### src/rtl/emc_strobe_pkg.sv
package emc_strobe_pkg;

    localparam int WORD_W      = 32;
    localparam int IDX_W       = 2;
    localparam int ON_W        = 4;
    localparam int OFF_W       = 5;
    localparam int CNT_W       = OFF_W;
    localparam int PAGE_W      = 4;
    localparam int NUM_STROBES = 4;

    // field placement inside the timing words
    localparam int F_ON_LSB     = 0;
    localparam int F_RD_LSB     = 8;
    localparam int F_WR_LSB     = 16;
    localparam int F_WE_OFF_LSB = 24;
    localparam int F_PAGE_LSB   = 24;

    // strobe slots
    localparam int STB_CS  = 0;
    localparam int STB_ADV = 1;
    localparam int STB_OE  = 2;
    localparam int STB_WE  = 3;

    typedef enum logic [IDX_W-1:0] {
        W_CHIPSEL = 2'd0,
        W_ADDRVAL = 2'd1,
        W_ENABLES = 2'd2,
        W_CYCLE   = 2'd3
    } word_idx_e;

    typedef enum logic {
        ST_IDLE = 1'b0,
        ST_RUN  = 1'b1
    } seq_state_e;

    typedef struct packed {
        logic [ON_W-1:0]   cs_on;
        logic [OFF_W-1:0]  cs_rd_off;
        logic [OFF_W-1:0]  cs_wr_off;
        logic [ON_W-1:0]   adv_on;
        logic [OFF_W-1:0]  adv_rd_off;
        logic [OFF_W-1:0]  adv_wr_off;
        logic [ON_W-1:0]   oe_on;
        logic [OFF_W-1:0]  oe_off;
        logic [ON_W-1:0]   we_on;
        logic [OFF_W-1:0]  we_off;
        logic [CNT_W-1:0]  rd_len;
        logic [CNT_W-1:0]  wr_len;
        logic [CNT_W-1:0]  sample;
        logic [PAGE_W-1:0] page;
    } timing_cfg_t;

    typedef struct packed {
        logic                                   write;
        logic [NUM_STROBES-1:0][CNT_W-1:0]      on_tick;
        logic [NUM_STROBES-1:0][CNT_W-1:0]      off_tick;
        logic [CNT_W-1:0]                       sample;
        logic [CNT_W-1:0]                       last_tick;
    } cycle_cfg_t;

endpackage

### src/rtl/emc_timing_regs.sv
module emc_timing_regs
    import emc_strobe_pkg::*;
(
    input  logic              clk,
    input  logic              rst_n,
    input  logic              wr_en,
    input  logic [IDX_W-1:0]  idx,
    input  logic [WORD_W-1:0] wdata,
    output logic [WORD_W-1:0] rdata,
    output timing_cfg_t       cfg
);

    always_ff @(posedge clk) begin
        if (!rst_n) begin
            cfg <= '0;
        end else if (wr_en) begin
            case (word_idx_e'(idx))
                W_CHIPSEL: begin
                    cfg.cs_on     <= wdata[F_ON_LSB +: ON_W];
                    cfg.cs_rd_off <= wdata[F_RD_LSB +: OFF_W];
                    cfg.cs_wr_off <= wdata[F_WR_LSB +: OFF_W];
                end
                W_ADDRVAL: begin
                    cfg.adv_on     <= wdata[F_ON_LSB +: ON_W];
                    cfg.adv_rd_off <= wdata[F_RD_LSB +: OFF_W];
                    cfg.adv_wr_off <= wdata[F_WR_LSB +: OFF_W];
                end
                W_ENABLES: begin
                    cfg.oe_on  <= wdata[F_ON_LSB +: ON_W];
                    cfg.oe_off <= wdata[F_RD_LSB +: OFF_W];
                    cfg.we_on  <= wdata[F_WR_LSB +: ON_W];
                    cfg.we_off <= wdata[F_WE_OFF_LSB +: OFF_W];
                end
                default: begin
                    cfg.rd_len <= wdata[F_ON_LSB +: CNT_W];
                    cfg.wr_len <= wdata[F_RD_LSB +: CNT_W];
                    cfg.sample <= wdata[F_WR_LSB +: CNT_W];
                    cfg.page   <= wdata[F_PAGE_LSB +: PAGE_W];
                end
            endcase
        end
    end

    always_comb begin
        rdata = '0;
        case (word_idx_e'(idx))
            W_CHIPSEL: begin
                rdata[F_ON_LSB +: ON_W]  = cfg.cs_on;
                rdata[F_RD_LSB +: OFF_W] = cfg.cs_rd_off;
                rdata[F_WR_LSB +: OFF_W] = cfg.cs_wr_off;
            end
            W_ADDRVAL: begin
                rdata[F_ON_LSB +: ON_W]  = cfg.adv_on;
                rdata[F_RD_LSB +: OFF_W] = cfg.adv_rd_off;
                rdata[F_WR_LSB +: OFF_W] = cfg.adv_wr_off;
            end
            W_ENABLES: begin
                rdata[F_ON_LSB +: ON_W]      = cfg.oe_on;
                rdata[F_RD_LSB +: OFF_W]     = cfg.oe_off;
                rdata[F_WR_LSB +: ON_W]      = cfg.we_on;
                rdata[F_WE_OFF_LSB +: OFF_W] = cfg.we_off;
            end
            default: begin
                rdata[F_ON_LSB +: CNT_W]    = cfg.rd_len;
                rdata[F_RD_LSB +: CNT_W]    = cfg.wr_len;
                rdata[F_WR_LSB +: CNT_W]    = cfg.sample;
                rdata[F_PAGE_LSB +: PAGE_W] = cfg.page;
            end
        endcase
    end

endmodule

### src/rtl/emc_cycle_seq.sv
module emc_cycle_seq
    import emc_strobe_pkg::*;
(
    input  logic             clk,
    input  logic             rst_n,
    input  logic             req_valid,
    input  logic             req_write,
    input  timing_cfg_t      cfg,
    output logic             req_ready,
    output logic             busy,
    output logic             run_nxt,
    output logic [CNT_W-1:0] cnt_nxt,
    output cycle_cfg_t       cyc_nxt
);

    seq_state_e       state_q, state_d;
    logic [CNT_W-1:0] cnt_q;
    cycle_cfg_t       cyc_q;
    logic             accept;
    logic             at_last;

    // Pick the deassert ticks and length for the requested cycle type.
    function automatic cycle_cfg_t resolve(input timing_cfg_t c, input logic wr);
        cycle_cfg_t       r;
        logic [CNT_W-1:0] len;
        r = '0;
        r.write             = wr;
        r.on_tick[STB_CS]   = CNT_W'(c.cs_on);
        r.off_tick[STB_CS]  = wr ? c.cs_wr_off : c.cs_rd_off;
        r.on_tick[STB_ADV]  = CNT_W'(c.adv_on);
        r.off_tick[STB_ADV] = wr ? c.adv_wr_off : c.adv_rd_off;
        r.on_tick[STB_OE]   = CNT_W'(c.oe_on);
        r.off_tick[STB_OE]  = c.oe_off;
        r.on_tick[STB_WE]   = CNT_W'(c.we_on);
        r.off_tick[STB_WE]  = c.we_off;
        r.sample            = c.sample;
        len                 = wr ? c.wr_len : c.rd_len;
        r.last_tick         = (len == '0) ? '0 : CNT_W'(len - 1'b1);
        return r;
    endfunction

    assign accept  = (state_q == ST_IDLE) && req_valid;
    assign at_last = (state_q == ST_RUN) && (cnt_q == cyc_q.last_tick);

    // Transitions: LAUNCH (IDLE->RUN), STEP (RUN->RUN), FINISH (RUN->IDLE)
    always_comb begin
        state_d = state_q;
        unique case (state_q)
            ST_IDLE: if (accept)  state_d = ST_RUN;
            ST_RUN:  if (at_last) state_d = ST_IDLE;
        endcase
    end

    always_ff @(posedge clk) begin
        if (!rst_n) state_q <= ST_IDLE;
        else        state_q <= state_d;
    end

    // Next tick count and cycle snapshot
    always_comb begin
        cnt_nxt = cnt_q;
        cyc_nxt = cyc_q;
        unique case (state_q)
            ST_IDLE: begin
                if (accept) begin
                    cnt_nxt = '0;
                    cyc_nxt = resolve(cfg, req_write);
                end
            end
            ST_RUN: begin
                if (!at_last) cnt_nxt = CNT_W'(cnt_q + 1'b1);
            end
        endcase
        run_nxt = (state_d == ST_RUN);
    end

    always_ff @(posedge clk) begin
        if (!rst_n) begin
            cnt_q <= '0;
            cyc_q <= '0;
        end else begin
            cnt_q <= cnt_nxt;
            cyc_q <= cyc_nxt;
        end
    end

    assign req_ready = (state_q == ST_IDLE);
    assign busy      = (state_q == ST_RUN);


    launch_chk: assert property (@(posedge clk) disable iff (!rst_n)
        (state_q == ST_IDLE && req_valid) |=> (state_q == ST_RUN && cnt_q == '0));


    cnt_bound_chk: assert property (@(posedge clk) disable iff (!rst_n)
        (state_q == ST_RUN) |-> (cnt_q <= cyc_q.last_tick));


    snap_hold_chk: assert property (@(posedge clk) disable iff (!rst_n)
        (state_q == ST_RUN && cnt_q != '0) |-> $stable(cyc_q));

endmodule

### src/rtl/emc_strobe_gen.sv
module emc_strobe_gen
    import emc_strobe_pkg::*;
(
    input  logic                   clk,
    input  logic                   rst_n,
    input  logic                   run_nxt,
    input  logic [CNT_W-1:0]       cnt_nxt,
    input  cycle_cfg_t             cyc_nxt,
    output logic [NUM_STROBES-1:0] strobe_n,
    output logic                   rd_capture
);

    logic [NUM_STROBES-1:0] act_d;
    logic                   cap_d;
    logic                   wr_q;

    for (genvar g = 0; g < NUM_STROBES; g++) begin : g_stb
        localparam bit READ_OK  = (g != STB_WE);
        localparam bit WRITE_OK = (g != STB_OE);
        logic allow;
        assign allow    = cyc_nxt.write ? WRITE_OK : READ_OK;
        assign act_d[g] = run_nxt && allow &&
                          (cnt_nxt >= cyc_nxt.on_tick[g]) &&
                          (cnt_nxt <  cyc_nxt.off_tick[g]);
    end

    assign cap_d = run_nxt && !cyc_nxt.write && (cnt_nxt == cyc_nxt.sample);

    always_ff @(posedge clk) begin
        if (!rst_n) begin
            strobe_n   <= '1;
            rd_capture <= 1'b0;
            wr_q       <= 1'b0;
        end else begin
            strobe_n   <= ~act_d;
            rd_capture <= cap_d;
            wr_q       <= run_nxt && cyc_nxt.write;
        end
    end


    oe_in_write_chk: assert property (@(posedge clk) disable iff (!rst_n)
        wr_q |-> strobe_n[STB_OE]);


    we_in_read_chk: assert property (@(posedge clk) disable iff (!rst_n)
        !wr_q |-> strobe_n[STB_WE]);

endmodule

### src/rtl/emc_strobe_seq.sv
module emc_strobe_seq
    import emc_strobe_pkg::*;
(
    input  logic        clk,
    input  logic        rst_n,
    input  logic        cfg_wr_en,
    input  logic [1:0]  cfg_idx,
    input  logic [31:0] cfg_wdata,
    output logic [31:0] cfg_rdata,
    input  logic        req_valid,
    input  logic        req_write,
    output logic        req_ready,
    output logic        busy,
    output logic        cs_n,
    output logic        adv_n,
    output logic        oe_n,
    output logic        we_n,
    output logic        rd_capture
);

    timing_cfg_t            cfg;
    logic                   run_nxt;
    logic [CNT_W-1:0]       cnt_nxt;
    cycle_cfg_t             cyc_nxt;
    logic [NUM_STROBES-1:0] strobe_n;

    emc_timing_regs regs_i (
        .clk   (clk),
        .rst_n (rst_n),
        .wr_en (cfg_wr_en),
        .idx   (cfg_idx),
        .wdata (cfg_wdata),
        .rdata (cfg_rdata),
        .cfg   (cfg)
    );

    emc_cycle_seq seq_i (
        .clk       (clk),
        .rst_n     (rst_n),
        .req_valid (req_valid),
        .req_write (req_write),
        .cfg       (cfg),
        .req_ready (req_ready),
        .busy      (busy),
        .run_nxt   (run_nxt),
        .cnt_nxt   (cnt_nxt),
        .cyc_nxt   (cyc_nxt)
    );

    emc_strobe_gen gen_i (
        .clk        (clk),
        .rst_n      (rst_n),
        .run_nxt    (run_nxt),
        .cnt_nxt    (cnt_nxt),
        .cyc_nxt    (cyc_nxt),
        .strobe_n   (strobe_n),
        .rd_capture (rd_capture)
    );

    assign cs_n  = strobe_n[STB_CS];
    assign adv_n = strobe_n[STB_ADV];
    assign oe_n  = strobe_n[STB_OE];
    assign we_n  = strobe_n[STB_WE];


    idle_quiet_chk: assert property (@(posedge clk) disable iff (!rst_n)
        !busy |-> (cs_n && adv_n && oe_n && we_n && !rd_capture));


    capture_read_chk: assert property (@(posedge clk) disable iff (!rst_n)
        rd_capture |-> (busy && we_n));

endmodule

### config.mk
export PLATFORM = sky130hd
export DESIGN_NAME = emc_strobe_seq
export DESIGN_NICKNAME = d
export VERILOG_FILES = /design/src/rtl/emc_strobe_pkg.sv /design/src/rtl/emc_timing_regs.sv /design/src/rtl/emc_cycle_seq.sv /design/src/rtl/emc_strobe_gen.sv /design/src/rtl/emc_strobe_seq.sv
export SDC_FILE = /design/constraint.sdc
export NUM_CORES = 1
export LEC_CHECK = 0
export CAP_MARGIN = 5
export CORE_MARGIN = 3
export CORE_UTILIZATION = 50
export CTS_CLUSTER_DIAMETER = 30
export CTS_CLUSTER_SIZE = 12
export DETAILED_ROUTE_END_ITERATION = 8
export GPL_TIMING_DRIVEN = 0
export PLACE_DENSITY = 0.73
export RECOVER_POWER = 100
export REMOVE_ABC_BUFFERS = 1
export SLEW_MARGIN = 15
export SYNTH_ARGS = -nofsm -noshare
export SYNTH_HDL_FRONTEND = slang
export SYNTH_SLANG_ARGS = --single-unit
export TNS_END_PERCENT = 10
### constraint.sdc
create_clock -name clk -period 3.8 [get_ports clk]
set_input_delay 0.76 -clock clk [delete_from_list [all_inputs] [get_ports clk]]
set_output_delay 0.76 -clock clk [all_outputs]
set_load 0.05 [all_outputs]
==> impl_metrics.json <==
{
  "synth_cell_types": 57,
  "pre_cts_ws_ns": -0.0901,
  "period_share": 0.946,
  "post_drt_wl_per_cell_um": 17.9,
  "drcViolationCount": 0,
  "core_um2": 11700,
  "slowest_stage": "mux2i_1",
  "die_area_um2": 13600,
  "powerDensity_nw_per_um2": 482,
  "cts_tree": "built",
  "first_iter_violations": 514,
  "pwr-share-clk": 0.475,
  "cts_hold_buffers": 0,
  "netlist_area_um2": 6140,
  "power_frac_comb": 0.127,
  "clock_skew_ns": 0.00724,
  "min_path_type": "register to register",
  "globalplace.congestion": 0.883,
  "seq_area_frac_synth": 0.414,
  "insertedDiodeCount": 0,
  "grt_max_degree": 72,
  "placed_cells": 869,
  "post_cts_buffers": 0,
  "htree_levels": 4,
  "ff2ff_setup_slack_ns": 0.21,
  "peakVddDrop_mv": 0.319,
  "required_ns": 4.10,
  "cp_top_family": "compound AO/OA/AOI/OAI gates",
  "crit_type": "register to register",
  "layout.nets": 815,
  "cp_num_buf_inv": 0,
  "r2r_end": "gen_i.strobe_n[2]$_SDFF_PN1_",
  "cts.sinks": 127,
  "seqPwrFrac": 0.398,
  "finalMaxSlewViolations": 0,
  "chipHeight_um": 117,
  "via_count": 5221,
  "crit_chain": "xnor2_1, and4_2, a21oi_1, mux2i_1, ha_1, a211oi_1, nand3_1, a311o_1",
  "fin_crit_ns": 3.59,
  "swShare": 0.249,
  "maxSlewHeadroom": 0.0715,
  "cts.clk_slew.worst_paths_ns": 0.06,
  "critPathLaunch": "seq_i.cnt_q[2]$_SDFF_PN0_",
  "cts_buffers": 17,
  "rsz0062_at_grt": "false",
  "intPower_w": 0.00265,
  "grt_pass1_vias": 5083,
  "outcome": "completed",
  "syn_inst": 713,
  "initial_core_util": 0.524,
  "drv_cap": 0,
  "yosys_warnings": 0,
  "worst_slew_pin_slew_ns": 1.39,
  "finalHoldViolCount": 0,
  "ys.flop_type": "dfxtp_1",
  "cts_resized": 0,
  "async_flop_share": 0,
  "io_pins": 78,
  "crit_path_end_kind": "register",
  "io_buffers": 53,
  "instances_no_fill": 901,
  "clk_path_buf_depth": 2,
  "setup_ws_ns": 0.207,
  "start_kind": "register",
  "crit_path_end": "gen_i.strobe_n[2]$_SDFF_PN1_",
  "p_switching_w": 0.000879,
  "synth_edf_count": 0,
  "viasPerCell": 5.79,
  "cts_root_buf": "clkbuf_16",
  "avgSynthCellArea_um2": 8.61,
  "dp_hpwl_mm": 10.5,
  "dr.pass1.iters": 5,
  "synth.ff_latch_count": 127,
  "crit_arrival_ns": 3.89,
  "drive_gt1_frac": 0.0778,
  "ff2ff_path_depth": 8,
  "clock_latency_ns": 0.42,
  "setup_violations": 0,
  "synth_area_leaders": "dfxtp_1 41%, nand2_1 10%, a21oi_1 7.7%",
  "routed_wl_mm": 16.1,
  "grt_use_total": 0.246,
  "syn_to_final_growth_pct": 19.1,
  "ant_nets": 0,
  "fmax_ghz": 0.278,
  "crit_fanout": 12,
  "worst-path-stages": 8,
  "p_leak_nw": 2.90,
  "yosys.area.top_type": "dfxtp_1",
  "grt_pass1_wl_mm": 25.6,
  "critical_path.max_stage_delay_ns": 0.90,
  "die_w_um": 117,
  "overflow": 0,
  "reg2reg_from": "seq_i.cnt_q[2]$_SDFF_PN0_",
  "netlist.area_leader.share": 0.414,
  "final.fill_count": 991,
  "antenna_found_initial": 0,
  "rows": 39
}
## cells in the mapped netlist, types with 5 or more instances
cell,n
mux4_2,13
ha_1,31
a21oi_1,94
a21o_1,5
xnor2_1,8
nand2b_1,8
mux2i_1,44
nor2_1,65
inv_1,5
nor2b_1,5
buf_1,5
dfxtp_1,127
nand3_1,9
clkbuf_1,32
o2111ai_1,5
nand2_1,167
xor2_1,5
buf_4,12
buf_2,5
nand4_1,6
and2_1,7
## routing by layer
metal,vias to the layer above,routed length [um],global-route usage
li1,2495,-,-
met1,2504,6810,0.313
met2,204,7930,0.414
met3,18,1190,0.0643
met4,0,195,0.0742
met5,-,0,0
## flip-flops by register name (all words and copies together), names as in the netlist
register	flops
gen_i.rd_capture	1
gen_i.strobe_n	4
regs_i.cfg	65
seq_i.busy	1
seq_i.cnt_q	5
seq_i.cyc_q	51
## kinds of logic (layout without fill, tap and decap cells)
kind of cell               count (synthesis)  after routing  share of synthesized area
DFF                                      127            127                      0.414
adders and majority gates                 33             33                     0.0668
muxes                                     58             58                      0.121
buffers and inverters                     61             95                     0.0469
other                                      1             12                   0.000611
AOI/OAI and AO/OA                        135            135                      0.135
and+or+nand+nor                          285            285                      0.197
xor gates and xnor gates                  13             13                     0.0185
## worst min path at each step
| stage | start | end | cells past startpoint | slack (ns) |
|---|---|---|---|---|
| floorplan | seq_i.cyc_q[34]$_SDFF_PN0_ | seq_i.cyc_q[34]$_SDFF_PN0_ | 2 | 0.42 |
| global placement | seq_i.cyc_q[44]$_SDFF_PN0_ | seq_i.cyc_q[44]$_SDFF_PN0_ | 2 | 0.43 |
| detailed placement | seq_i.cyc_q[44]$_SDFF_PN0_ | seq_i.cyc_q[44]$_SDFF_PN0_ | 2 | 0.44 |
| CTS | seq_i.cyc_q[44]$_SDFF_PN0_ | seq_i.cyc_q[44]$_SDFF_PN0_ | 2 | 0.45 |
| global route | seq_i.cyc_q[49]$_SDFF_PN0_ | seq_i.cyc_q[49]$_SDFF_PN0_ | 2 | 0.47 |
| finish | seq_i.cyc_q[44]$_SDFF_PN0_ | seq_i.cyc_q[44]$_SDFF_PN0_ | 2 | 0.45 |
## cell type report
cell class,count,area [um^2],area share
clock buffer,27,513,0.0702
clock inverter,5,100,0.0137
inverter,6,25.0,0.00342
multi-input combinational,536,3350,0.459
sequential,127,2540,0.348
tap,143,179,0.0245
timing repair buffer,57,599,0.0820
## power by group through the flow
stage | Sequential, W | Combinational [W] | Clock [W]
4_1_cts | 0.00140 | 0.000454 | 0.00170
6_report | 0.00140 | 0.000446 | 0.00167
5_1_grt | 0.00141 | 0.000478 | 0.00176
3_3_place_gp | 0.00143 | 0.000434 | 0
2_1_floorplan | 0.00144 | 0.000279 | 0
3_5_place_dp | 0.00143 | 0.000451 | 0
## cell usage in the layout (no fill, tap or decap), types with 3 or more instances in the layout
cell type	instances
clkbuf_1	6
a211oi_1	3
and2_1	4
a21o_1	5
bufinv_16	3
o21ai_0	3
mux2i_1	44
and3_1	3
xnor2_1	8
ha_1	31
nor2_1	65
inv_1	5
nand3_1	9
nor2b_1	5
clkdlybuf4s50_1	21
clkbuf_16	17
conb_1	12
dfxtp_1	127
nand2b_1	8
a22oi_1	4
o2111ai_1	5
clkbuf_8	5
xor2_1	5
mux4_2	13
dlygate4sd3_1	30
a21oi_1	94
and2_0	3
nand2_1	167
nand4_1	6
## metrics by stage
stage | hold slack [ns] | util | instance area, um^2 | total power, W | setup TNS, ns
global placement | 0.429 | 0.566 | 6630 | 0.00186 | -51.11
floorplan | 0.422 | - | 5920 | 0.00172 | -1.27
CTS | 0.448 | 0.626 | 7330 | 0.00355 | 0
finish | 0.449 | 0.624 | 7310 | 0.00353 | 0
global route | 0.466 | 0.624 | 7310 | 0.00364 | 0
detailed placement | 0.440 | 0.574 | 6720 | 0.00188 | -0.193
## worst min-delay path: cells and delay by family, from the launching register on
kind | cells | cell delay, ns
DFF | 1 | 0.30
and+or+nand+nor | 2 | 0.11
No activity file was read; power rests on OpenSTA's default activity.
